### src/rtl/osch_pkg.sv
package osch_pkg;

    typedef enum logic [2:0] {
        ST_IDLE,
        ST_FWD_ISSUE,
        ST_FWD_RUN,
        ST_BWD_PRE,
        ST_BWD_WAIT,
        ST_BWD_RUN,
        ST_FINISH
    } sched_state_e;

    localparam logic [1:0] POL_ALL  = 2'b00;
    localparam logic [1:0] POL_CONV = 2'b01;
    localparam logic [1:0] POL_PICK = 2'b10;
    localparam logic [1:0] POL_NONE = 2'b11;

    typedef struct packed {
        logic valid;
        logic fetch;
    } xfer_kind_t;

    function automatic logic policy_bit(input logic [1:0] mode,
                                        input logic       pick,
                                        input logic       conv);
        case (mode)
            POL_ALL:  return 1'b1;
            POL_CONV: return conv;
            POL_PICK: return pick;
            default:  return 1'b0;
        endcase
    endfunction

endpackage

### src/rtl/osch_policy.sv
module osch_policy
    import osch_pkg::*;
#(
    parameter int NUM_LAYERS = 8
) (
    input  logic                  clk,
    input  logic                  rst,
    input  logic                  load,
    input  logic [1:0]            mode,
    input  logic [NUM_LAYERS-1:0] pick,
    input  logic [NUM_LAYERS-1:0] conv,
    output logic [NUM_LAYERS-1:0] eff
);

    logic [NUM_LAYERS-1:0] eff_next;

    for (genvar i = 0; i < NUM_LAYERS; i++) begin : g_bit
        assign eff_next[i] = policy_bit(mode, pick[i], conv[i]);
    end

    always_ff @(posedge clk) begin
        if (rst) begin
            eff <= '0;
        end else if (load) begin
            eff <= eff_next;
        end
    end

endmodule

### src/rtl/osch_xfer_track.sv
module osch_xfer_track
    import osch_pkg::*;
(
    input  logic       clk,
    input  logic       rst,
    input  xfer_kind_t req,
    input  logic       done,
    input  logic       done_fetch,
    output logic       off_pend,
    output logic       pf_pend
);

    always_ff @(posedge clk) begin
        if (rst) begin
            off_pend <= 1'b0;
            pf_pend  <= 1'b0;
        end else begin
            if (req.valid && !req.fetch) begin
                off_pend <= 1'b1;
            end else if (done && !done_fetch) begin
                off_pend <= 1'b0;
            end
            if (req.valid && req.fetch) begin
                pf_pend <= 1'b1;
            end else if (done && done_fetch) begin
                pf_pend <= 1'b0;
            end
        end
    end

    // only one offload may be in flight at a time
    p_single_offload_r8: assert property (@(posedge clk) disable iff (rst)
        (req.valid && !req.fetch) |-> !off_pend);

    // only one fetch may be in flight at a time
    p_single_fetch_r8: assert property (@(posedge clk) disable iff (rst)
        (req.valid && req.fetch) |-> !pf_pend);

endmodule

### src/rtl/osch_stall_cnt.sv
module osch_stall_cnt #(
    parameter int CNT_W = 16
) (
    input  logic             clk,
    input  logic             rst,
    input  logic             clear,
    input  logic             inc_fwd,
    input  logic             inc_bwd,
    output logic [CNT_W-1:0] fwd_stall,
    output logic [CNT_W-1:0] bwd_stall
);

    localparam int LANES = 2;

    logic [LANES-1:0] inc;
    logic [CNT_W-1:0] cnt [LANES];

    assign inc = {inc_bwd, inc_fwd};

    for (genvar k = 0; k < LANES; k++) begin : g_lane
        always_ff @(posedge clk) begin
            if (rst || clear) begin
                cnt[k] <= '0;
            end else if (inc[k] && (cnt[k] != {CNT_W{1'b1}})) begin
                cnt[k] <= cnt[k] + CNT_W'(1);
            end
        end
    end

    assign fwd_stall = cnt[0];
    assign bwd_stall = cnt[1];

endmodule

### src/rtl/act_xfer_sched.sv
module act_xfer_sched
    import osch_pkg::*;
#(
    parameter int  NUM_LAYERS = 8,
    parameter int  CNT_W      = 16,
    localparam int IDX_W      = (NUM_LAYERS > 1) ? $clog2(NUM_LAYERS) : 1
) (
    input  logic                  clk,
    input  logic                  rst,
    input  logic                  start,
    input  logic [1:0]            cfg_mode,
    input  logic [NUM_LAYERS-1:0] cfg_enable,
    input  logic [NUM_LAYERS-1:0] cfg_conv,
    output logic                  cmp_go,
    output logic                  cmp_bwd,
    output logic [IDX_W-1:0]      cmp_layer,
    input  logic                  cmp_done,
    output logic                  dma_req,
    output logic                  dma_fetch,
    output logic [IDX_W-1:0]      dma_layer,
    input  logic                  dma_done,
    input  logic                  dma_done_fetch,
    output logic                  busy,
    output logic                  iter_done,
    output logic [CNT_W-1:0]      fwd_stall,
    output logic [CNT_W-1:0]      bwd_stall
);

    localparam logic [IDX_W-1:0] TOP_LAYER = IDX_W'(NUM_LAYERS - 1);

    sched_state_e          st;
    logic [IDX_W-1:0]      cur;
    logic [IDX_W-1:0]      cur_lo;
    logic                  cmp_seen;
    logic                  fin_now;
    logic                  accept;
    logic                  off_pend;
    logic                  pf_pend;
    logic [NUM_LAYERS-1:0] eff;
    xfer_kind_t            kind;

    assign accept  = start && (st == ST_IDLE);
    assign fin_now = cmp_done || cmp_seen;
    assign cur_lo  = cur - IDX_W'(1);

    osch_policy #(.NUM_LAYERS(NUM_LAYERS)) u_policy (
        .clk  (clk),
        .rst  (rst),
        .load (accept),
        .mode (cfg_mode),
        .pick (cfg_enable),
        .conv (cfg_conv),
        .eff  (eff)
    );

    assign kind.valid = dma_req;
    assign kind.fetch = dma_fetch;

    osch_xfer_track u_track (
        .clk        (clk),
        .rst        (rst),
        .req        (kind),
        .done       (dma_done),
        .done_fetch (dma_done_fetch),
        .off_pend   (off_pend),
        .pf_pend    (pf_pend)
    );

    osch_stall_cnt #(.CNT_W(CNT_W)) u_stall (
        .clk       (clk),
        .rst       (rst),
        .clear     (accept),
        .inc_fwd   ((st == ST_FWD_RUN) && fin_now && off_pend),
        .inc_bwd   ((st == ST_BWD_WAIT) && pf_pend),
        .fwd_stall (fwd_stall),
        .bwd_stall (bwd_stall)
    );

    // Launch and request decode
    always_comb begin
        cmp_go    = 1'b0;
        cmp_bwd   = 1'b0;
        dma_req   = 1'b0;
        dma_fetch = 1'b0;
        dma_layer = cur;
        case (st)
            ST_FWD_ISSUE: begin
                cmp_go  = 1'b1;
                dma_req = eff[cur];
            end
            ST_BWD_PRE: begin
                dma_req   = eff[cur];
                dma_fetch = 1'b1;
            end
            ST_BWD_WAIT: begin
                cmp_bwd = 1'b1;
                if (!pf_pend) begin
                    cmp_go = 1'b1;
                    if (cur != '0) begin
                        dma_req   = eff[cur_lo];
                        dma_fetch = 1'b1;
                        dma_layer = cur_lo;
                    end
                end
            end
            ST_BWD_RUN: cmp_bwd = 1'b1;
            default: ;
        endcase
    end

    assign cmp_layer = cur;
    assign busy      = (st != ST_IDLE);
    assign iter_done = (st == ST_FINISH);

    // Layer sequencing
    always_ff @(posedge clk) begin
        if (rst) begin
            st       <= ST_IDLE;
            cur      <= '0;
            cmp_seen <= 1'b0;
        end else begin
            cmp_seen <= (st == ST_FWD_RUN) && fin_now && off_pend;
            case (st)
                ST_IDLE: if (accept) begin
                    st  <= ST_FWD_ISSUE;
                    cur <= '0;
                end
                ST_FWD_ISSUE: st <= ST_FWD_RUN;
                ST_FWD_RUN: if (fin_now && !off_pend) begin
                    if (cur == TOP_LAYER) begin
                        st <= ST_BWD_PRE;
                    end else begin
                        st  <= ST_FWD_ISSUE;
                        cur <= cur + IDX_W'(1);
                    end
                end
                ST_BWD_PRE: st <= ST_BWD_WAIT;
                ST_BWD_WAIT: if (!pf_pend) st <= ST_BWD_RUN;
                ST_BWD_RUN: if (cmp_done) begin
                    if (cur == '0) begin
                        st <= ST_FINISH;
                    end else begin
                        st  <= ST_BWD_WAIT;
                        cur <= cur_lo;
                    end
                end
                default: st <= ST_IDLE;
            endcase
        end
    end

    // a forward launch never overlaps an unfinished offload
    p_fwd_after_offload_r4: assert property (@(posedge clk) disable iff (rst)
        (cmp_go && !cmp_bwd) |-> !off_pend);

    // backward compute waits for its input fetch
    p_bwd_after_fetch_r6: assert property (@(posedge clk) disable iff (rst)
        (cmp_go && cmp_bwd) |-> !pf_pend);

    // disabled layers never reach the DMA port
    p_masked_layer_r7: assert property (@(posedge clk) disable iff (rst)
        dma_req |-> eff[dma_layer]);

    // completion is one cycle wide and returns to idle
    p_done_pulse_r9: assert property (@(posedge clk) disable iff (rst)
        iter_done |=> (!iter_done && !busy));

    // nothing is launched or requested while idle
    p_quiet_idle_r1: assert property (@(posedge clk) disable iff (rst)
        !busy |-> (!cmp_go && !dma_req));

endmodule

### config.mk
export PLATFORM = sky130hd
export DESIGN_NAME = act_xfer_sched
export DESIGN_NICKNAME = d
export VERILOG_FILES = /design/src/rtl/osch_pkg.sv /design/src/rtl/osch_policy.sv /design/src/rtl/osch_xfer_track.sv /design/src/rtl/osch_stall_cnt.sv /design/src/rtl/act_xfer_sched.sv
export SDC_FILE = /design/constraint.sdc
export NUM_CORES = 1
export LEC_CHECK = 0
export ABC_AREA = 1
export BUFFER_PORTS_ARGS = -buffer_cell sky130_fd_sc_hd__buf_2
export CAP_MARGIN = 20
export CORE_MARGIN = 3
export CORE_UTILIZATION = 56
export CTS_BUF_LIST = sky130_fd_sc_hd__clkbuf_2 sky130_fd_sc_hd__clkbuf_4 sky130_fd_sc_hd__clkbuf_8
export CTS_CLUSTER_SIZE = 40
export DETAILED_ROUTE_END_ITERATION = 16
export GPL_TIMING_DRIVEN = 0
export PLACE_DENSITY = 0.93
export SETUP_SLACK_MARGIN = 0.05
export SYNTH_ARGS = -nofsm -noshare
export SYNTH_HDL_FRONTEND = slang
export SYNTH_SLANG_ARGS = --single-unit
export TNS_END_PERCENT = 10
### constraint.sdc
create_clock -name clk -period 2.5 [get_ports clk]
set_input_delay 0.5 -clock clk [delete_from_list [all_inputs] [get_ports clk]]
set_output_delay 0.5 -clock clk [all_outputs]
set_load 0.05 [all_outputs]
After elaboration in Yosys (flattened, before gate mapping)

Memories as Yosys holds them, arrays and structs flattened.
Index checks and enable logic that the tools add are counted.

Flip-flop bits (word level): 17
Bits in writable memories: 32
Input port bits: 24
Output and inout bits: 44
Logic and storage cells: 111
Memories kept: 1

$add $sub $neg: 4
$lt $le $gt $ge: 2
Eq/ne operators: 17
Muxes and demuxes: 51
Bitwise gates (word level): 2
Reduce and logical (&&, ||, !) cells: 28

Memory list:

| memory      | depth | bits a word | rd ports | clocked after Yosys merged registers in | wr ports | RTL line             | text |
|---|---|---|---|---|---|---|---|
| u_stall.cnt | 2     | 16          | 2        | 0                                       | 2        | osch_stall_cnt.sv:16 | `logic [CNT_W-1:0] cnt [LANES];` |

Operators by type and width:

| operator                                              | count |
|---|---|
| two-way mux 3 bit                                     | 12 |
| adder 16 x 1 -> 16 bit, second input constant         | 2 |
| two-way mux 16 bit                                    | 2 |
| inequality test 16 bit, second input constant         | 2 |
| one-hot mux 1 bit (3 select lines)                    | 8 |
| two-way mux 1 bit                                     | 20 |
| one-hot mux 3 bit (6 select lines)                    | 1 |
| == test 3 bit, second input constant                  | 4 |
| logical AND 1 bit                                     | 11 |
| one-hot mux 3 bit (3 select lines)                    | 1 |
| nonzero test 3 bit                                    | 3 |
| < comparator 3 x 4 -> 1 bit, second input constant    | 2 |
| inequality test 2 bit, second input constant          | 4 |
| binary-select mux 1 bit (select 3 bit)                | 2 |
| == test 3 x 2 -> 1 bit, second input constant         | 2 |
| zero test 3 bit                                       | 2 |
| one-hot mux 1 bit (2 select lines)                    | 3 |
| AND reduction 6 bit                                   | 1 |
| two-way mux 2 bit                                     | 2 |
| inequality test 2 x 1 -> 1 bit, second input constant | 2 |
| AND reduction 4 bit                                   | 1 |
| nonzero test 2 bit                                    | 2 |
| OR reduction 2 bit                                    | 2 |
| adder 3 x 1 -> 3 bit, second input constant           | 1 |
| other kinds (8)                                       | 12 |

Logic depth before layout (Yosys ltp)

Depth after elaboration: 8
Gate-level depth with buffers: 12
Mapped depth without buffers: 10

Hierarchy

A second synthesis with hierarchy kept.

Cells, all modules: 409
Area total of the unflattened synthesis: 3123.0 um2

By module, submodules not included:

| module          | instances | cells each | area each (um2) |
|---|---|---|---|
| osch_stall_cnt  | 1         | 225        | 1905.6 |
| act_xfer_sched  | 1         | 123        | 769.5 |
| osch_policy     | 1         | 49         | 364.1 |
| osch_xfer_track | 1         | 12         | 83.8 |

Worst setup path after synthesis

OpenSTA, ideal clock, no wires.

Path type: reg2out
Start point: register cur[0], in the netlist cmp_layer[0]
End point: output port dma_layer[2]
Arrival time: 2.788 ns
Data required time: 2.000 ns
Setup slack: -0.788 ns
Stages on the path, launching flop included: 10
Path through: dfxtp_1 -> buf_2 -> inv_1 -> buf_2 -> ha_1 -> nand2_1 -> nand2_1 -> nor2_2 -> inv_1 -> o21ai_0

Word-level cells in the longest chain between the ends: 4
Elaborated cells on any way between the ends: 5
Those cells by class: add/sub (1); mux (3); reduce/logical (1)

RTL lines:

| element                                                                | RTL line                                   | text |
|---|---|---|
| start: declaration                                                     | act_xfer_sched.sv:32                       | `logic [IDX_W-1:0] cur;` |
| start signal: assignment                                               | act_xfer_sched.sv:134                      | `cur <= cur + IDX_W'(1);` |
| start signal: assignment                                               | act_xfer_sched.sv:144                      | `cur <= cur_lo;` |
| subtractor 3 x 1 -> 3 bit / nonzero test 3 bit (equally long branches) | act_xfer_sched.sv:44, act_xfer_sched.sv:99 |  |
| two-way mux 3 bit (*)                                                  | act_xfer_sched.sv:99                       | `if (cur != '0) begin` |
| two-way mux 3 bit (*)                                                  | act_xfer_sched.sv:97                       | `if (!pf_pend) begin` |
| two-way mux 3 bit (*)                                                  | act_xfer_sched.sv:86                       | `case (st)` |
| end: declaration                                                       | act_xfer_sched.sv:20                       | `output logic [IDX_W-1:0] dma_layer,` |

Every way passes the cells marked *; elsewhere a longest branch is shown, timed or not.

Final worst setup path

Start point: register cur[0], in the netlist cmp_layer[0]
End point: output port dma_req

Word-level cells in the longest chain between the ends: 6
Elaborated cells on any way between the ends: 9
Those cells by class: add/sub (1); mux (7); reduce/logical (1)

RTL lines:

| element                                 | RTL line              | text |
|---|---|---|
| subtractor 3 x 1 -> 3 bit               | act_xfer_sched.sv:44  | `assign cur_lo = cur - IDX_W'(1);` |
| binary-select mux 1 bit (select 3 bit)  | act_xfer_sched.sv:100 | `dma_req = eff[cur_lo];` |
| two-way mux 1 bit (not written as such) | act_xfer_sched.sv:100 |  |
| two-way mux 1 bit                       | act_xfer_sched.sv:99  |  |
| two-way mux 1 bit                       | act_xfer_sched.sv:97  |  |
| one-hot mux 1 bit (2 select lines) (*)  | act_xfer_sched.sv:86  |  |
| end: declaration                        | act_xfer_sched.sv:18  | `output logic dma_req,` |

Every way passes the cells marked *; elsewhere a longest branch is shown, timed or not. The select of a mux whose other input is x is not followed.

==> flow_summary.json <==
{
  "cp-end-kind": "output port",
  "num_rows": 25,
  "drc": 0,
  "antenna_found_initial": 0,
  "path_cells": "inv_1, buf_4, ha_1, nand2_2, nand2_2, nor2_4, buf_12, nand3_1, nand2_2, buf_8",
  "dpl.hpwl_um": 5080,
  "drive_above_1_share_pct": 24.6,
  "insertion_delay_ps": 300,
  "cts.clk_slew.worst_paths_ps": 90,
  "hold_viol": 0,
  "layout_setup_ws_ps": 181,
  "io_buffers": 66,
  "post_drt_via_cell_ratio": 5.32,
  "slew_headroom_pct": 55.7,
  "post-route-period-util_pct": 92.8,
  "cellLeakagePower_nw": 1.69,
  "grt_pass1_wl_um": 11600,
  "clk_root_buffer_cell": "clkbuf_8",
  "synth_cell_types": 29,
  "fin_crit_ps": 2320,
  "dr.pass1.iters": 4,
  "slew_viol_final": 0,
  "cts_tree": "built",
  "yosysSeqAreaShare_pct": 43.8,
  "num_io_pins": 68,
  "synth.avg_cell_area_um2": 7.44,
  "critPathMaxFanout": 11,
  "worstPathRequired_ps": 2000,
  "power_density_nw_per_um2": 714,
  "status": "finished clean",
  "gp_congestion": 0.894,
  "crit_top_cell": "nand2_2",
  "holdWs_ps": 457,
  "wl_um": 6840,
  "syn_inst": 400,
  "r2r_slack_ps": 320,
  "core_um2": 4910,
  "syn-cell-area_um2": 2970,
  "final_cell_area_um2": 3610,
  "setup_viol": 0,
  "drt-initial-drc-count": 182,
  "detail_route.wl_per_cell_um": 12.6,
  "placed_area_um2": 3440,
  "path_class": "register to output port",
  "first_global_vias": 2716,
  "ant_nets": 0,
  "die_y_um": 78.9,
  "die_w_um": 78.9,
  "ys_warn_count": 0,
  "irDropWorstVdd_mv": 0.545,
  "fin_nets": 505,
  "place_ws_ps": 80.9,
  "setup_tns_ps": 0,
  "cts_made_buffers": 5,
  "hold_class": "input port to register",
  "start_kind": "register",
  "route.vias.total": 2887,
  "synth_nets": 430,
  "max_freq_mhz": 431,
  "ctsHtreeMaxLevel": 2,
  "worst_pin_slew_ps": 664,
  "grt_use_total_pct": 22.8,
  "cts_sinks": 49,
  "dieArea_um2": 6220,
  "antenna_cells": 0,
  "cp.arrival_ps": 1820,
  "clock_path_buffers": 2,
  "cap_violations": 0,
  "rsz0062_at_grt": "false",
  "grt_overflow_total": 0,
  "yosys_register_bits": 49,
  "slowest_stage": "dfxtp_4",
  "initial_core_util_pct": 60.6,
  "critPathMaxStageDelay_ps": 360,
  "finish.utilization_pct": 73.6,
  "area_growth_pct": 21.5,
  "fin_skew_ps": 6.38,
  "grt_max_degree": 17
}
[per-layer routing]
layer / vias to the layer above / global-route usage, % / routed length [um]
met4: 0 / 6.36 / 66
met3: 7 / 3.85 / 377
li1: 1441 / - / -
met2: 102 / 40.9 / 3550
met1: 1337 / 28.2 / 2850
met5: - / 0 / 0
[path summary, 6_finish.rpt]
path / endpoint / start / cells after the start
max: dma_req / cmp_layer[0] / 10
min: st[1] / rst / 2
max reg2reg: u_stall.cnt[0][1] / u_stall.cnt[0][0] / 7
min reg2reg: u_track.pf_pend / u_track.pf_pend / 2
[area by class of cell]
type	count	area, um^2
clock inverters	3	41.3
fillers	362	1300
repair buffers	69	383
multi-input cells	286	1470
well taps	67	83.8
plain buffers	7	51.3
clock buffers	5	68.8
inverters	57	214
flip-flops and latches	49	1310
[report_power, final]
group | switching (mW) | internal (mW) | total [mW]
sequential | 0.0929 | 0.967 | 1.06
clock | 0.270 | 0.295 | 0.565
combinational | 0.695 | 0.263 | 0.957
[critical path: cells and delay by family, from the launching register on]
kind / cells / cell delay (ps)
buffers and inverters: 4 / 470
and+or+nand+nor: 5 / 470
DFF: 1 / 360
adders and majority gates: 1 / 210
[cell usage in the layout, fill, tap and decap left out, drive strengths merged]
master    count
a21oi        17
a22oi         1
a31oi         2
buf          74
bufinv        1
clkbuf        7
clkinv        1
clkinvlp      1
dfxtp        17
edfxtp       32
ha            6
inv          57
nand2       110
nand3        33
nand4         6
nor2         53
nor3          9
o21ai        19
o21bai        1
o22ai         8
or2           7
xnor2         5
xor2          9
[sequential cells by signal, indices dropped and copies added (netlist names)]
register,count
u_stall.cnt,32
u_policy.eff,8
cmp_layer,3
st,3
cmp_seen,1
u_track.off_pend,1
u_track.pf_pend,1
[Yosys cell counts]
master / count / area share (%)
nand2_2: 1 / 0.21
nand3_1: 32 / 5.4
buf_4: 1 / 0.25
nand4_1: 6 / 1.3
nand3_2: 1 / 0.34
o22ai_1: 8 / 1.7
buf_6: 2 / 0.76
a31oi_1: 2 / 0.42
edfxtp_1: 32 / 32
inv_2: 4 / 0.50
nor2_2: 6 / 1.3
buf_2: 3 / 0.50
o21ai_0: 19 / 3.2
a21oi_1: 13 / 2.2
or2_2: 6 / 1.3
nor2_1: 47 / 5.9
xor2_1: 9 / 2.7
ha_1: 6 / 2.5
clkbuf_1: 2 / 0.25
o21bai_1: 1 / 0.25
xnor2_1: 5 / 1.5
inv_1: 53 / 6.7
a22oi_1: 1 / 0.25
nor3_1: 9 / 1.5
dfxtp_1: 17 / 11
nand2_1: 109 / 14
or2_4: 1 / 0.29
a21oi_4: 1 / 0.55
a21oi_2: 3 / 0.88
[logic make-up (layout without fill, tap and decap cells)]
kind of cell / count (synthesis) / count (layout) / share of synthesized area, %
buffers and inverters: 65 / 141 / 8.96
AOI/OAI and AO/OA: 48 / 48 / 9.42
xor gates and xnor gates: 14 / 14 / 4.12
and+or+nand+nor: 218 / 218 / 31.2
adders and majority gates: 6 / 6 / 2.52
DFF: 49 / 49 / 43.8
[metrics by stage]
step                      instances  power (mW)
after global routing            543        2.72
after CTS                       543        2.57
after detailed placement        533        1.99
after floorplan                 400        1.78
final                           543        2.58
after global placement          533        1.96
[timing repair]
item,4_1_cts,5_1_grt
buffers inserted,3,0
hold buffers,0,0
resized for setup,7,9
setup endpoints to repair,5,5
pin swaps,1,2
Note: power is estimated with default switching activity, not from simulation.
